[config.mk]
export PLATFORM = sky130hd
export DESIGN_NAME = devctl_lockable_regs
export DESIGN_NICKNAME = d
export VERILOG_FILES = /design/src/rtl/devctl_pkg.sv /design/src/rtl/devctl_mask_byte.sv /design/src/rtl/devctl_lock_once.sv /design/src/rtl/devctl_sticky_stat.sv /design/src/rtl/devctl_lockable_regs.sv
export SDC_FILE = /design/constraint.sdc
export NUM_CORES = 1
export LEC_CHECK = 0
export BUFFER_PORTS_ARGS = -buffer_cell sky130_fd_sc_hd__buf_2
export CORE_MARGIN = 8
export CORE_UTILIZATION = 40
export DETAILED_ROUTE_END_ITERATION = 7
export PLACE_DENSITY_LB_ADDON = 0.05
export SETUP_SLACK_MARGIN = 0.3
export SYNTH_ARGS = -nofsm -noshare
export SYNTH_HDL_FRONTEND = slang
export SYNTH_HIERARCHICAL = 1
export SYNTH_SLANG_ARGS = --single-unit
[constraint.sdc]
create_clock -name clk -period 3.65 [get_ports clk]
set_input_delay 0.9125 -clock clk [delete_from_list [all_inputs] [get_ports clk]]
set_output_delay 0.9125 -clock clk [all_outputs]
set_load 0.01 [all_outputs]
[src/rtl/devctl_pkg.sv]
// devctl_pkg: byte offsets and write masks shared by the lockable
// device control register group and its checker.
package devctl_pkg;

    localparam int OFS_CTRL_LO  = 0;
    localparam int OFS_CTRL_HI  = 1;
    localparam int OFS_STAT     = 2;
    localparam int OFS_LOCK     = 4;
    localparam int RANGE_BASE   = 8;
    localparam int RANGE_STRIDE = 8;
    localparam int RANGE_BYTES  = 8;

    localparam logic [15:0] CTRL_WMASK = 16'h4FFD;

    // Writable bits of byte b within one range (low word bytes 0..3, high 4..7).
    function automatic logic [7:0] range_byte_mask(input int b);
        if (b >= 4)
            return 8'hFF;
        else if (b == 3)
            return 8'hF0;
        else
            return 8'h00;
    endfunction

endpackage

[src/rtl/devctl_mask_byte.sv]
// devctl_mask_byte: one register byte that stores only the bits of MASK.
// Assumes the caller has already gated the write enable with the lock and
// the resets; bits outside MASK stay at their reset value of zero.
module devctl_mask_byte #(
    parameter logic [7:0] MASK = 8'hFF
) (
    input  logic       clk,
    input  logic       rst_n,
    input  logic       we,
    input  logic [7:0] wd,
    output logic [7:0] q
);

    // Masked byte update with synchronous clear.
    always_ff @(posedge clk) begin
        if (!rst_n)
            q <= '0;
        else if (we)
            q <= (q & ~MASK) | (wd & MASK);
    end

endmodule

[src/rtl/devctl_lock_once.sv]
// devctl_lock_once: lock bit that accepts exactly one write per reset.
// Assumes 'we' is already decoded for the lock offset and gated by reset.
module devctl_lock_once (
    input  logic clk,
    input  logic rst_n,
    input  logic we,
    input  logic wbit,
    output logic locked
);

    logic used_q;

    // The first write loads the bit and arms the ignore flag.
    always_ff @(posedge clk) begin
        if (!rst_n) begin
            used_q <= 1'b0;
            locked <= 1'b0;
        end else if (we && !used_q) begin
            used_q <= 1'b1;
            locked <= wbit;
        end
    end

endmodule

[src/rtl/devctl_sticky_stat.sv]
// devctl_sticky_stat: write-one-to-clear status bits with hardware set.
// Cleared only by the power-on reset; a set beats a clear in the same cycle.
module devctl_sticky_stat #(
    parameter int W = 4
) (
    input  logic         clk,
    input  logic         por_n,
    input  logic         clr_en,
    input  logic [W-1:0] clr_mask,
    input  logic [W-1:0] set,
    output logic [W-1:0] stat
);

    logic [W-1:0] clr_bits;

    // Bits cleared by the current write, if there is one.
    always_comb clr_bits = clr_en ? clr_mask : '0;

    // Clear first, then OR in the sets, so a set wins.
    always_ff @(posedge clk) begin
        if (!por_n)
            stat <= '0;
        else
            stat <= (stat & ~clr_bits) | set;
    end

endmodule

[src/rtl/devctl_lockable_regs.sv]
// devctl_lockable_regs: byte-addressed control/status/lock/range-base
// register group. Control and range bytes are write-masked and frozen by a
// one-time lock; status is RW1C and sticky through rst_n. Assumes ADDR_W is
// wide enough to hold RANGE_BASE + N_RANGE*RANGE_STRIDE - 1.
module devctl_lockable_regs
    import devctl_pkg::*;
#(
    parameter int ADDR_W  = 5,
    parameter int N_RANGE = 2,
    parameter int STAT_W  = 4
) (
    input  logic              clk,
    input  logic              por_n,
    input  logic              rst_n,
    input  logic              wr_en,
    input  logic [ADDR_W-1:0] wr_addr,
    input  logic [7:0]        wr_data,
    input  logic [ADDR_W-1:0] rd_addr,
    output logic [7:0]        rd_data,
    input  logic [STAT_W-1:0] hw_stat_set,
    output logic [15:0]       ctrl_out,
    output logic              lock_out,
    output logic [STAT_W-1:0] stat_out
);

    localparam int N_CTRL_BYTES = 2;

    logic rst_all_n;
    logic wr_ok;
    logic wr_open;
    logic [N_CTRL_BYTES-1:0][7:0] ctrl_q;
    logic [N_RANGE-1:0][RANGE_BYTES-1:0][7:0] range_q;

    // Combined reset for everything except status; writes need both released.
    always_comb rst_all_n = rst_n & por_n;
    always_comb wr_ok     = wr_en & rst_all_n;
    // Writes to lockable bytes pass only while unlocked.
    always_comb wr_open   = wr_ok & ~lock_out;

    // Control word bytes.
    for (genvar gi = 0; gi < N_CTRL_BYTES; gi++) begin : g_ctrl
        logic we_b;
        always_comb we_b = wr_open && (wr_addr == ADDR_W'(OFS_CTRL_LO + gi));
        devctl_mask_byte #(.MASK(CTRL_WMASK[8*gi +: 8])) u_byte (
            .clk  (clk),
            .rst_n(rst_all_n),
            .we   (we_b),
            .wd   (wr_data),
            .q    (ctrl_q[gi])
        );
    end

    always_comb ctrl_out = {ctrl_q[1], ctrl_q[0]};

    // Range base bytes; bytes with an empty mask are constant zero.
    for (genvar gr = 0; gr < N_RANGE; gr++) begin : g_rng
        for (genvar gb = 0; gb < RANGE_BYTES; gb++) begin : g_byte
            localparam logic [7:0] BMASK = range_byte_mask(gb);
            if (BMASK != 8'h00) begin : g_reg
                logic we_b;
                always_comb we_b = wr_open &&
                    (wr_addr == ADDR_W'(RANGE_BASE + gr*RANGE_STRIDE + gb));
                devctl_mask_byte #(.MASK(BMASK)) u_byte (
                    .clk  (clk),
                    .rst_n(rst_all_n),
                    .we   (we_b),
                    .wd   (wr_data),
                    .q    (range_q[gr][gb])
                );
            end else begin : g_zero
                assign range_q[gr][gb] = '0;
            end
        end
    end

    // One-time lock register.
    logic lock_we;
    always_comb lock_we = wr_ok && (wr_addr == ADDR_W'(OFS_LOCK));

    devctl_lock_once u_lock (
        .clk   (clk),
        .rst_n (rst_all_n),
        .we    (lock_we),
        .wbit  (wr_data[0]),
        .locked(lock_out)
    );

    // Sticky write-one-to-clear status.
    logic stat_we;
    always_comb stat_we = wr_ok && (wr_addr == ADDR_W'(OFS_STAT));

    devctl_sticky_stat #(.W(STAT_W)) u_stat (
        .clk     (clk),
        .por_n   (por_n),
        .clr_en  (stat_we),
        .clr_mask(wr_data[STAT_W-1:0]),
        .set     (hw_stat_set),
        .stat    (stat_out)
    );

    // Combinational byte read mux; unmapped offsets return zero.
    always_comb begin
        rd_data = '0;
        if (rd_addr == ADDR_W'(OFS_CTRL_LO))
            rd_data = ctrl_q[0];
        else if (rd_addr == ADDR_W'(OFS_CTRL_HI))
            rd_data = ctrl_q[1];
        else if (rd_addr == ADDR_W'(OFS_STAT))
            rd_data[STAT_W-1:0] = stat_out;
        else if (rd_addr == ADDR_W'(OFS_LOCK))
            rd_data[0] = lock_out;
        for (int r = 0; r < N_RANGE; r++) begin
            for (int b = 0; b < RANGE_BYTES; b++) begin
                if (rd_addr == ADDR_W'(RANGE_BASE + r*RANGE_STRIDE + b))
                    rd_data = range_q[r][b];
            end
        end
    end

endmodule

# After elaboration in Yosys (flattened, before gate mapping)
# Cells that the tools add are included.
[op_classes]
eq_ne = 32
mux = 23
bitwise_logic = 11
n_reduce_logical = 18
[op_table]
columns = ["cell", "count"]
rows = [
  ["two-way mux 8 bit", 17],
  ["equality test 5 x 4 -> 1 bit (second input constant)", 13],
  ["equality test 5 bit (second input constant)", 13],
  ["OR 4 x 8 -> 8 bit", 2],
  ["logical AND 1 bit", 15],
  ["two-way mux 4 bit", 3],
  ["equality test 5 x 1 -> 1 bit (second input constant)", 2],
  ["equality test 5 x 2 -> 1 bit (second input constant)", 2],
  ["equality test 5 x 3 -> 1 bit (second input constant)", 2],
  ["zero test 5 bit", 2],
  ["OR 2 x 8 -> 8 bit", 1],
  ["OR 8 x 7 -> 8 bit", 1],
  ["bitwise AND 4 bit", 1],
  ["inverter 4 bit", 1],
  ["OR 4 bit", 1],
  ["bitwise AND 1 bit", 3],
  ["two-way mux 3 bit", 1],
  ["two-way mux 1 bit", 2],
  ["zero test 1 bit", 1],
  ["inverter 1 bit", 1],
]
[totals]
regBits = 102
in_bits = 26
out_inout_bits = 29
wordCells = 99

# Logic depth before layout (Yosys ltp)
# Gate-level depths: netlist (run 1).
[logic_depth]
word_depth = 21
ltp_mapped = 8
ltp_nobuf = 7

# Cells and area by module
# Netlist (run 1), hierarchy kept.
[modules_own_cells]
columns = ["module", "instances", "cells_per_inst", "area_each_um2"]
rows = [
  ["devctl_mask_byte (g_rng[0].g_byte[4].g_reg.u_byte ...)", 8, 25, 301.5],
  ["devctl_lockable_regs", 1, 213, 1398.8],
  ["devctl_mask_byte (g_rng[0].g_byte[3].g_reg.u_byte ...)", 2, 18, 190.2],
  ["devctl_mask_byte (g_ctrl[0].u_byte)", 1, 24, 276.5],
  ["devctl_mask_byte (g_ctrl[1].u_byte)", 1, 20, 219.0],
  ["devctl_sticky_stat", 1, 16, 140.1],
  ["devctl_lock_once", 1, 7, 78.8],
]

# Worst setup path after synthesis (run 1)
# No wires, ideal clock.
[synth_timing]
path_kind = "in2out"
start = "input rd_addr[0]"
end = "output rd_data[6]"
arrival_time_ps = 2158
required_time_ps = 2738
path_slack_ps = 579
path_stages = 7
path_buffers = 2
path_cell_list = "buf_2 > and3b_1 > and3b_1 > buf_6 > a32oi_1 > a221oi_1 > o32a_1"
[synth_via]
elab_chain_len = 19
elab_cells_between_ends = 36
cone_classes = "eq/ne: 17; mux: 18; reduce/logical: 1"
[synth_rtl]
columns = ["item", "line", "source"]
rows = [
  ["from (decl)", "devctl_lockable_regs.sv:18", "input logic [ADDR_W-1:0] rd_addr,"],
  ["equality test 5 x 1 -> 1 bit", "devctl_lockable_regs.sv:106", "else if (rd_addr == ADDR_W'(OFS_CTRL_HI))"],
  ["two-way mux 4 bit", "devctl_lockable_regs.sv:106", ""],
  ["two-way mux 8 bit", "devctl_lockable_regs.sv:104", "if (rd_addr == ADDR_W'(OFS_CTRL_LO))"],
  ["two-way mux 8 bit (15 in a row)", "devctl_lockable_regs.sv:114", "if (rd_addr == ADDR_W'(RANGE_BASE + r*RANGE_STRIDE + b))"],
  ["two-way mux 8 bit *", "devctl_lockable_regs.sv:114", ""],
  ["to (decl)", "devctl_lockable_regs.sv:19", "output logic [7:0] rd_data,"],
]
# Mark *: on every way between the ends. The rest lies on a longest branch, timed or not.

# Final worst setup path (run 1)
# Ends and elaborated chain as after synthesis.

==> results of run 1 <==
[timing repair]
item,in CTS,in global routing
pin swaps,0,2
setup endpoints to repair,2,8
gates resized for setup,3,10
[worst reg2reg max path, delay by kind of cell (launching register included)]
kind	cells	cell delay, ns
mux	1	0.26
flops	1	0.38
simple gates	3	0.99
[registers in the layout (all words and copies together), names as in the netlist]
signal and cells:
u_stat/stat 4, u_lock/locked 1, g_ctrl.u_byte/q 12, g_rng.g_byte.g_reg.u_byte/q 72, u_lock/used_q 1
[power by group]
| group | internal, mW | total, mW | switching [mW] |
|---|---|---|---|
| combinational | 0.0780 | 0.197 | 0.119 |
| clock | 0.669 | 1.07 | 0.404 |
| sequential | 0.986 | 0.989 | 0.00335 |
| total | 1.73 | 2.26 | 0.526 |
[layer usage]
metal  up-vias  global-route usage (%)  part of all wire (%)
met4         0                    6.86                   1.8
met5         -                       0                     0
li1       1912                       -                     -
met3        15                    3.48                   4.2
met1      1777                    22.8                    51
met2        91                    24.9                    43
[cell families after synthesis]
family	count (synthesis)
compound gates	86
buf+inv	54
flops	90
mux	105
other cells	4
simple gates	177
[final timing paths]
check | start | to | slack (ns) | depth (start not counted)
hold reg to reg | g_rng[0].g_byte[4].g_reg.u_byte/q[0] | g_rng[0].g_byte[4].g_reg.u_byte/q[0] | 0.51 | 2
setup reg to reg | u_lock/locked | g_ctrl[1].u_byte/q[2] | 1.93 | 4
hold / removal | g_rng[0].g_byte[4].g_reg.u_byte/q[0] | g_rng[0].g_byte[4].g_reg.u_byte/q[0] | 0.51 | 2
setup / recovery | rd_addr[0] | rd_data[6] | 0.33 | 7
[cells in the mapped netlist (all sizes together), types with 4 or more instances]
cell / count
buf: 39
or2: 4
inv: 11
conb: 4
nand2: 14
dfxtp: 90
nor2: 25
o22ai: 7
mux4: 5
nor2b: 94
nor3b: 5
o21ai: 21
a21oi: 21
mux2i: 95
a221oi: 6
clkbuf: 4
nand2b: 12
a31oi: 5
nor3: 10
mux2: 5
a211o: 4
[final cells by class]
type / count / share of cell area, %
Inverter: 11 / 0.731
Clock inverter: 7 / 2.08
Multi-Input combinational cell: 380 / 49.7
Clock buffer: 9 / 3.99
Sequential cell: 90 / 31.9
Timing Repair Buffer: 78 / 8.35
Tap cell: 147 / 3.26
[stage by stage]
| step | utilization (%) | instance area [sq um] | std cells | hold slack, ns | setup slack (ns) |
|---|---|---|---|---|---|
| 2_1_floorplan | - | 4940 | 524 | 0.474 | 0.579 |
| 3_3_place_gp | 43.7 | 5250 | 706 | 0.490 | 0.274 |
| 3_5_place_dp | 43.7 | 5250 | 706 | 0.497 | 0.212 |
| 4_1_cts | 46.7 | 5610 | 722 | 0.517 | 0.324 |
| 5_1_grt | 47.0 | 5650 | 722 | 0.541 | 0.259 |
| 6_report | 47.0 | 5650 | 722 | 0.513 | 0.331 |
==> results.py, run 1 <==
metrics = {
    "status": {
        "status": "finished clean",
    },
    "cts": {
        "postCtsSetupRepairBufs": 0,
        "cts_tree": "done",
        "ctsHtreeMaxLevel": 3,
        "cts_buffers": 9,
        "clkSlewWorstSetupHoldPaths_ns": 0.06,
        "worst_skew_pair.late_latency_ns": 0.35,
        "clock-root-buffer": "clkbuf_16",
        "postCtsHoldBufs": 0,
        "cts.sinks": 90,
        "clock_path_buffers": 2,
    },
    "placed_design": {
        "place_congestion": 0.822,
        "dp_hpwl_mm": 9.62,
        "port_buffers": 50,
    },
    "synth": {
        "synthTopCellsByArea": "dfxtp_1 (37%), mux2i_1 (19%), nor2b_1 (12%)",
        "ys_ff_latch": 90,
        "synthAdderAreaFrac_pct": 0,
        "yosys.area_share.simple_pct": 20.9,
        "syn-instance-count": 516,
        "synthXorXnorAreaFrac_pct": 0,
        "synth-edff-count": 0,
        "synth_compound_area_share_pct": 11.7,
        "synth_top_area_share_pct": 36.7,
        "synth_mux_area_share_pct": 22.8,
        "async_flop_share_pct": 0,
        "synth_top_family_by_area": "multiplexers",
        "yosysWarnings": 6,
        "seq_area_frac_synth_pct": 36.7,
        "synth_ff_type": "dfxtp_1",
        "syn-cell-area_sq_um": 4910,
        "synth.largest_area_cell": "dfxtp_1",
        "synth.distinct_cells": 48,
        "avgSynthCellArea_sq_um": 9.51,
    },
    "worst_setup_path": {
        "cp-start-kind": "input port",
        "crit_slowest_cell": "o32a_1",
        "path_cells": "buf_2 -> and3b_1 -> and3b_2 -> a32oi_1 -> a221oi_2 -> o32a_1 -> buf_2",
        "worstPathRequired_ns": 2.74,
        "path_delay_family": "compound AO/OA/AOI/OAI gates",
        "cp.arrival_ns": 2.41,
        "critPathKind": "in2out",
        "critPathBufInv": 2,
        "max_stage_delay_ns": 0.39,
        "critPathMaxFanout": 10,
        "crit_top_cell": "buf_2",
        "end_kind": "primary output",
    },
    "die": {
        "rows": 40,
        "io-pin-count": 55,
        "die_x_microns": 127,
        "die-area_sq_um": 16100,
        "initial_utilization_pct": 40.8,
        "die_y_microns": 127,
        "core_sq_um": 12000,
    },
    "drt": {
        "drt-pass1-iter-count": 5,
        "vias_per_cell": 5.26,
        "wl_mm": 13.1,
        "via_count": 3795,
        "drt_iter0_drc": 320,
        "ant_nets": 0,
        "wire_per_inst_microns": 18.2,
        "remaining_drc_errors": 0,
    },
    "sta": {
        "post-route-period-util_pct": 90.9,
        "rsz0062_at_grt": "yes",
        "tightest_slew_ns": 0.656,
        "maxSlewViolCount": 0,
        "finalCriticalPeriod_ns": 3.32,
        "skew_ns": 0.00758,
        "hold_viol": 0,
        "tns_ns": 0,
        "setup_viol": 0,
        "max_slew_margin_pct": 56.1,
        "fmax_mhz": 301,
    },
    "finish": {
        "most-common-layout-cells": "mux2i_1 (94), nor2b_1 (93), dfxtp_1 (90)",
        "final_nets": 596,
        "layout.cells.most_common": "mux2i_1",
        "areaGrowthSynthToFinish_pct": 15.1,
        "multi_input_area_sq_um": 2810,
        "diodes": 0,
        "final-seq-area_sq_um": 1800,
        "drive_above_1_share_pct": 21.0,
        "nFillCells": 1193,
    },
    "grt": {
        "grt_max_degree": 62,
        "grt_pass1_wl_mm": 21.0,
        "grt_antenna_before_repair": 0,
        "grt_pass1_vias": 3689,
        "track_usage_pct": 16.7,
        "grt_overflow": 0,
    },
    "hold_path": {
        "hold_class": "reg2reg",
    },
    "power": {
        "ir_worst_vdd_v": 0.000260,
        "power.total_mw": 2.26,
        "p_leak_nw": 1.92,
        "p_per_area_nw_per_um2": 400,
    },
    "run": {
        "cap_violations": 0,
    },
}
Note: power is estimated with default switching activity, not from simulation.
==> run 2, diff against run 1 <==
--- a/config.mk
+++ b/config.mk
@@ -6,12 +6,13 @@
 export NUM_CORES = 1
 export LEC_CHECK = 0
 export BUFFER_PORTS_ARGS = -buffer_cell sky130_fd_sc_hd__buf_2
+export CAP_MARGIN = 0
 export CORE_MARGIN = 8
 export CORE_UTILIZATION = 40
 export DETAILED_ROUTE_END_ITERATION = 7
 export PLACE_DENSITY_LB_ADDON = 0.05
+export REMOVE_ABC_BUFFERS = 1
 export SETUP_SLACK_MARGIN = 0.3
 export SYNTH_ARGS = -nofsm -noshare
 export SYNTH_HDL_FRONTEND = slang
-export SYNTH_HIERARCHICAL = 1
 export SYNTH_SLANG_ARGS = --single-unit
==> run 2 against run 1 <==
Compared with the run above: sequential cell count is the same; cell area shrank 6.7%; clock skew fell by 0.0050 ns; via count increased by 6.2%; hold slack lost 0.059 ns; clock power decreased by 19%; combinational power is 3% lower; first-iteration DRC count down 22%; routed wire length is 4.1% higher; critical endpoint is now rd_data[0]; largest power group is now registers; highest routed layer unchanged.
==> results.py, run 2 <==
metrics = {
    "sta": {
        "skew_ns": 0.00262,
        "setup_viol": 0,
        "finalCriticalPeriod_ns": 3.34,
        "maxSlewViolCount": 0,
        "whs_ns": 0.454,
        "max_slew_margin_pct": 47.7,
        "setup_ws_ns": 0.313,
        "tightest_slew_ns": 0.784,
        "fmax_mhz": 300,
        "rsz0062_at_grt": "yes",
        "hold_viol": 0,
        "post-route-period-util_pct": 91.4,
    },
    "synth": {
        "synth.largest_area_cell": "dfxtp_1",
        "yosysMostFrequentCell": "dfxtp_1",
        "seq_area_frac_synth_pct": 39.7,
        "synth-edff-count": 0,
        "ys_ff_latch": 90,
        "synthTopCellsByArea": "dfxtp_1 (40%), mux2i_1 (15%), nor2_1 (6.0%)",
        "syn-cell-area_sq_um": 4540,
        "async_flop_share_pct": 0,
        "synth.distinct_cells": 47,
        "avgSynthCellArea_sq_um": 8.28,
        "yosysWarnings": 0,
        "synth_ff_type": "dfxtp_1",
        "syn-instance-count": 548,
        "synth_top_area_share_pct": 39.7,
        "synthTopCellsByCount": "dfxtp_1 (90), nor2_1 (73), mux2i_1 (70)",
    },
    "drt": {
        "wire_per_inst_microns": 18.7,
        "via_count": 4031,
        "vias_per_cell": 5.52,
        "remaining_drc_errors": 0,
        "drt_iter0_drc": 251,
        "wl_mm": 13.7,
        "ant_nets": 0,
        "drt-pass1-iter-count": 5,
    },
    "finish": {
        "layout.cells.most_common": "dfxtp_1",
        "top_register": "g_rng.g_byte.g_reg.u_byte.q",
        "areaGrowthSynthToFinish_pct": 16.0,
        "nFillCells": 1126,
        "final_nets": 608,
        "top_regs": "g_rng.g_byte.g_reg.u_byte.q: 72 flops, g_ctrl.u_byte.q: 12 flops, u_stat.stat: 4 flops",
        "multi_input_area_sq_um": 2590,
        "final-seq-area_sq_um": 1800,
        "diodes": 0,
        "largest_reg_flops": 72,
        "most-common-layout-cells": "dfxtp_1 (90), nor2_1 (73), mux2i_1 (70)",
        "drive_above_1_share_pct": 18.9,
    },
    "grt": {
        "grt_antenna_before_repair": 0,
        "grt_pass1_wl_mm": 21.9,
        "grt_pass1_vias": 3991,
        "track_usage_pct": 18.8,
        "grt_overflow": 0,
        "grt_max_degree": 74,
    },
    "hold_path": {
        "hold_start": "g_rng[0].g_byte[4].g_reg.u_byte.q[1]",
        "hold_class": "reg2reg",
        "hold_end": "g_rng[0].g_byte[4].g_reg.u_byte.q[1]",
        "hold_depth": 2,
    },
    "die": {
        "io-pin-count": 55,
        "die_x_microns": 123,
        "die-area_sq_um": 15000,
        "die_y_microns": 123,
        "core_sq_um": 11200,
        "rows": 39,
        "initial_utilization_pct": 40.4,
    },
    "placed_design": {
        "dp_hpwl_mm": 9.90,
        "port_buffers": 50,
        "place_congestion": 0.866,
        "place_ws_ns": 0.133,
    },
    "cts": {
        "clock_path_buffers": 2,
        "postCtsSetupRepairBufs": 0,
        "cts_buffers": 9,
        "cts.sinks": 90,
        "ctsHtreeMaxLevel": 3,
        "cts_tree": "done",
        "clkSlewWorstSetupHoldPaths_ns": 0.06,
        "worst_skew_pair.late_latency_ns": 0.35,
        "clock-root-buffer": "clkbuf_16",
    },
    "worst_setup_path": {
        "r2r_cells": 5,
        "critPathKind": "in2out",
        "cp-start-kind": "input port",
        "r2r-end": "g_rng[1].g_byte[7].g_reg.u_byte.q[6]",
        "crit_slowest_cell": "or3_1",
        "ff2ff_setup_slack_ns": 1.21,
        "worstPathRequired_ns": 2.74,
        "cp.arrival_ns": 2.42,
        "path_delay_family": "simple AND/OR/NAND/NOR gates",
        "critPathBufInv": 2,
        "end_kind": "primary output",
        "rr_startpoint": "u_lock.locked",
        "path_cells": "buf_4 -> nor4_2 -> a21oi_1 -> or3_1 -> o211a_1 -> or3_1 -> buf_2",
        "critPathMaxFanout": 14,
        "max_stage_delay_ns": 0.39,
        "crit_top_cell": "or3_1",
    },
    "status": {
        "status": "finished clean",
    },
    "power": {
        "ir_worst_vdd_v": 0.000255,
        "p_leak_nw": 2.01,
        "power.total_mw": 2.05,
        "p_per_area_nw_per_um2": 389,
    },
    "run": {
        "cap_violations": 0,
    },
}
run 2: cell families (layout without fill, tap and decap cells):
| kind of cell | after synthesis | after routing | synth area share (%) |
|---|---|---|---|
| AO/OA/AOI/OAI | 127 | 127 | 17.0 |
| buffers and inverters | 54 | 90 | 4.93 |
| flip-flops | 90 | 90 | 39.7 |
| multiplexers | 77 | 77 | 17.2 |
| other | 1 | 4 | 0.0826 |
| AND/OR/NAND/NOR | 199 | 199 | 21.2 |
run 2: worst max path at each step:
stage,cells past startpoint,slack (ns),from,to
final,7,0.31,rd_addr[2],rd_data[0]
after detailed placement,7,0.13,rd_addr[2],rd_data[0]
after global placement,7,0.16,rd_addr[2],rd_data[0]
after floorplan,5,-0.07,rst_n,g_rng[0].g_byte[7].g_reg.u_byte.q[0]
after global routing,7,0.23,rd_addr[2],rd_data[0]
after CTS,7,0.31,rd_addr[0],rd_data[0]
run 2: tightest hold or removal path: stages, from the launching register on:
cell and delay [ns]:
dfxtp_1 0.31, nand2_1 0.05, a21oi_1 0.05
run 2: metal layers:
metal,vias to the layer above,share of wire [%],GRT usage [%]
li1,1987,-,-
met1,1917,50,25.8
met2,111,44,28.6
met3,16,3.8,3.36
met4,0,2.0,7.69
met5,-,0,0
run 2: area by class of cell:
type	count	area share [%]
sequential	90	34.2
clock inverter	5	0.570
inverter	6	0.428
multi-input combinational	407	49.1
clock buffer	11	4.61
tap	143	3.40
timing repair buffer	68	7.67
run 2: report_power, final:
group / switching, mW / internal (mW)
Sequential: 0.00333 / 0.986
Combinational: 0.129 / 0.0619
Clock: 0.394 / 0.477
run 2: stage by stage:
stage	setup TNS (ns)	utilization, %	instance area, sq um	std cells
after global placement	0	43.8	4920	714
after global routing	0	46.9	5270	730
after detailed placement	0	43.8	4920	714
after floorplan	-1.08	-	4350	503
final	0	46.9	5270	730
after CTS	0	46.4	5210	730
run 2: repair_timing:
| action | 4_1_cts | 5_1_grt |
|---|---|---|
| endpoints found under the setup margin | 8 | 8 |
| hold buffers | 0 | 0 |
| gates resized for setup | 6 | 18 |
==> run 3, diff against run 2 <==
==> constraint.sdc (replaced) <==
create_clock -name clk -period 3.2 [get_ports clk]
set_input_delay 0.8 -clock clk [delete_from_list [all_inputs] [get_ports clk]]
set_output_delay 0.8 -clock clk [all_outputs]
set_load 0.01 [all_outputs]
==> run 3 against run 2 <==
Compared with the run above: register-to-register slack worse by 0.28 ns; via count rose by 1.5%; critical endpoint unchanged; largest power group unchanged; hold slack improved by 0.013 ns; worst setup slack lost 0.039 ns; routed wire length grew 1.6%; total power is 20% higher; non-clock buffer count rose by 18.
==> results.py, run 3 (synthesis gave the netlist of run 2 again) <==
metrics = {
    "sta": {
        "hold_viol": 0,
        "rsz0062_at_grt": "yes",
        "finalCriticalPeriod_ns": 2.93,
        "max_slew_margin_pct": 44.9,
        "setup_viol": 0,
        "fmax_mhz": 342,
        "skew_ns": 0.00524,
        "tightest_slew_ns": 0.826,
        "maxSlewViolCount": 0,
        "tns_ns": 0,
        "post-route-period-util_pct": 91.4,
    },
    "worst_setup_path": {
        "cp-start-kind": "input port",
        "worstPathRequired_ns": 2.40,
        "critPathKind": "in2out",
        "path_delay_family": "simple AND/OR/NAND/NOR gates",
        "end_kind": "primary output",
        "max_stage_delay_ns": 0.34,
        "cp.arrival_ns": 2.13,
        "critPathBufInv": 2,
        "path_cells": "buf_12 -> nor4_2 -> a21oi_1 -> or3_1 -> o211a_1 -> or3_4 -> buf_6",
        "critPathMaxFanout": 12,
        "crit_slowest_cell": "or3_4",
    },
    "cts": {
        "cts.sinks": 90,
        "cts_buffers": 9,
        "clkSlewWorstSetupHoldPaths_ns": 0.07,
        "worst_skew_pair.late_latency_ns": 0.35,
        "clock-root-buffer": "clkbuf_16",
        "cts_tree": "done",
        "postCtsHoldBufs": 0,
        "clock_path_buffers": 2,
        "ctsHtreeMaxLevel": 3,
    },
    "run": {
        "cap_violations": 0,
    },
    "finish": {
        "top_regs": "g_rng.g_byte.g_reg.u_byte.q: 72 flops, g_ctrl.u_byte.q: 12 flops, u_stat.stat: 4 flops",
        "areaGrowthSynthToFinish_pct": 22.9,
        "top_register": "g_rng.g_byte.g_reg.u_byte.q",
        "layout.cells.most_common": "dfxtp_1",
        "drive_above_1_share_pct": 23.6,
        "diodes": 0,
        "largest_reg_flops": 72,
        "stdcell_area_sq_um": 5580,
        "final_nets": 626,
        "nFillCells": 1122,
        "most-common-layout-cells": "dfxtp_1 (90), nor2_1 (72), mux2i_1 (69)",
    },
    "drt": {
        "wl_mm": 13.9,
        "remaining_drc_errors": 0,
        "drt-pass1-iter-count": 5,
        "ant_nets": 0,
        "via_count": 4091,
        "drt_iter0_drc": 307,
        "vias_per_cell": 5.47,
        "wire_per_inst_microns": 18.6,
    },
    "grt": {
        "top_usage_layer": "met2",
        "grt_pass1_wl_mm": 22.3,
        "track_usage_pct": 19.2,
        "grt_max_degree": 79,
        "use_met2_pct": 28.9,
        "grt_antenna_before_repair": 0,
        "grt_pass1_vias": 3948,
        "grtUsageMet3_pct": 2.99,
        "grt_overflow": 0,
        "met1_usage_pct": 27.2,
    },
    "placed_design": {
        "place_congestion": 0.915,
        "place_area_sq_um": 5010,
        "port_buffers": 50,
        "dp_hpwl_mm": 9.96,
    },
    "die": {
        "rows": 39,
        "die_x_microns": 123,
        "io-pin-count": 55,
        "die_y_microns": 123,
        "initial_utilization_pct": 40.4,
        "die-area_sq_um": 15000,
        "core_sq_um": 11200,
    },
    "power": {
        "p_leak_nw": 2.15,
        "p_per_area_nw_per_um2": 443,
        "power.total_mw": 2.47,
        "ir_worst_vdd_v": 0.000274,
    },
    "status": {
        "status": "finished clean",
    },
    "hold_path": {
        "hold_class": "reg2reg",
    },
}
[run 3: cell types whose count changed in the layout (fill, tap and decap cells not counted), sizes merged]
cell | before | now
buf | 67 | 85
bufinv | 0 | 1
clkbuf | 12 | 11
clkinvlp | 2 | 1
inv | 6 | 7
[run 3: final timing paths]
| path | start | endpoint | slack, ns | depth (start not counted) |
|---|---|---|---|---|
| worst max-delay path | rd_addr[1] | rd_data[0] | 0.27 | 7 |
| worst min-delay path | u_lock.used_q | u_lock.used_q | 0.47 | 2 |
| worst max register to register | u_lock.locked | g_rng[1].g_byte[7].g_reg.u_byte.q[3] | 0.93 | 6 |
| worst min register to register | u_lock.used_q | u_lock.used_q | 0.47 | 2 |
[run 3: metrics by stage]
| step | hold slack (ns) | setup WS, ns | std cells | util, % |
|---|---|---|---|---|
| after floorplan | 0.426 | -0.412 | 503 | - |
| after global placement | 0.437 | 0.0911 | 724 | 44.6 |
| after detailed placement | 0.453 | 0.0943 | 724 | 44.6 |
| after CTS | 0.464 | 0.263 | 744 | 48.2 |
| after global routing | 0.488 | 0.216 | 748 | 49.7 |
| final | 0.467 | 0.274 | 748 | 49.7 |
[run 3: report_power, final]
part	internal (mW)	leakage, nW	switching (mW)
clock	0.628	0.149	0.469
combinational	0.0922	1.27	0.152
sequential	1.12	0.726	0.00405
[run 3: layer usage]
metal  routed length (microns)  up-vias  share of wire [%]
li1                          -     2038                  -
met1                      6810     1930                 49
met2                      6240      110                 45
met3                       643       13                4.6
met4                       185        0                1.3
met5                         0        -                  0
[run 3: cell type report]
cell class	count	area [sq um]	share of cell area, %
Inverter	6	22.5	0.404
Clock inverter	6	65.1	1.17
Timing Repair Buffer	86	621	11.1
Sequential cell	90	1800	32.3
Tap cell	143	179	3.21
Multi-Input combinational cell	407	2650	47.5
Clock buffer	10	239	4.29
[run 3: worst register-to-register path, delay by kind of cell (launching register included)]
| kind | cells | cell delay, ns |
|---|---|---|
| buffers and inverters | 2 | 0.44 |
| and+or+nand+nor | 3 | 1.13 |
| muxes | 1 | 0.24 |
| DFF | 1 | 0.33 |
[run 3: repair_timing]
action                                  CTS  global route
gates resized for setup                  19            33
pin swaps                                 2             6
buffers inserted                          4             3
endpoints found under the setup margin    8             8
gates cloned                              0             1
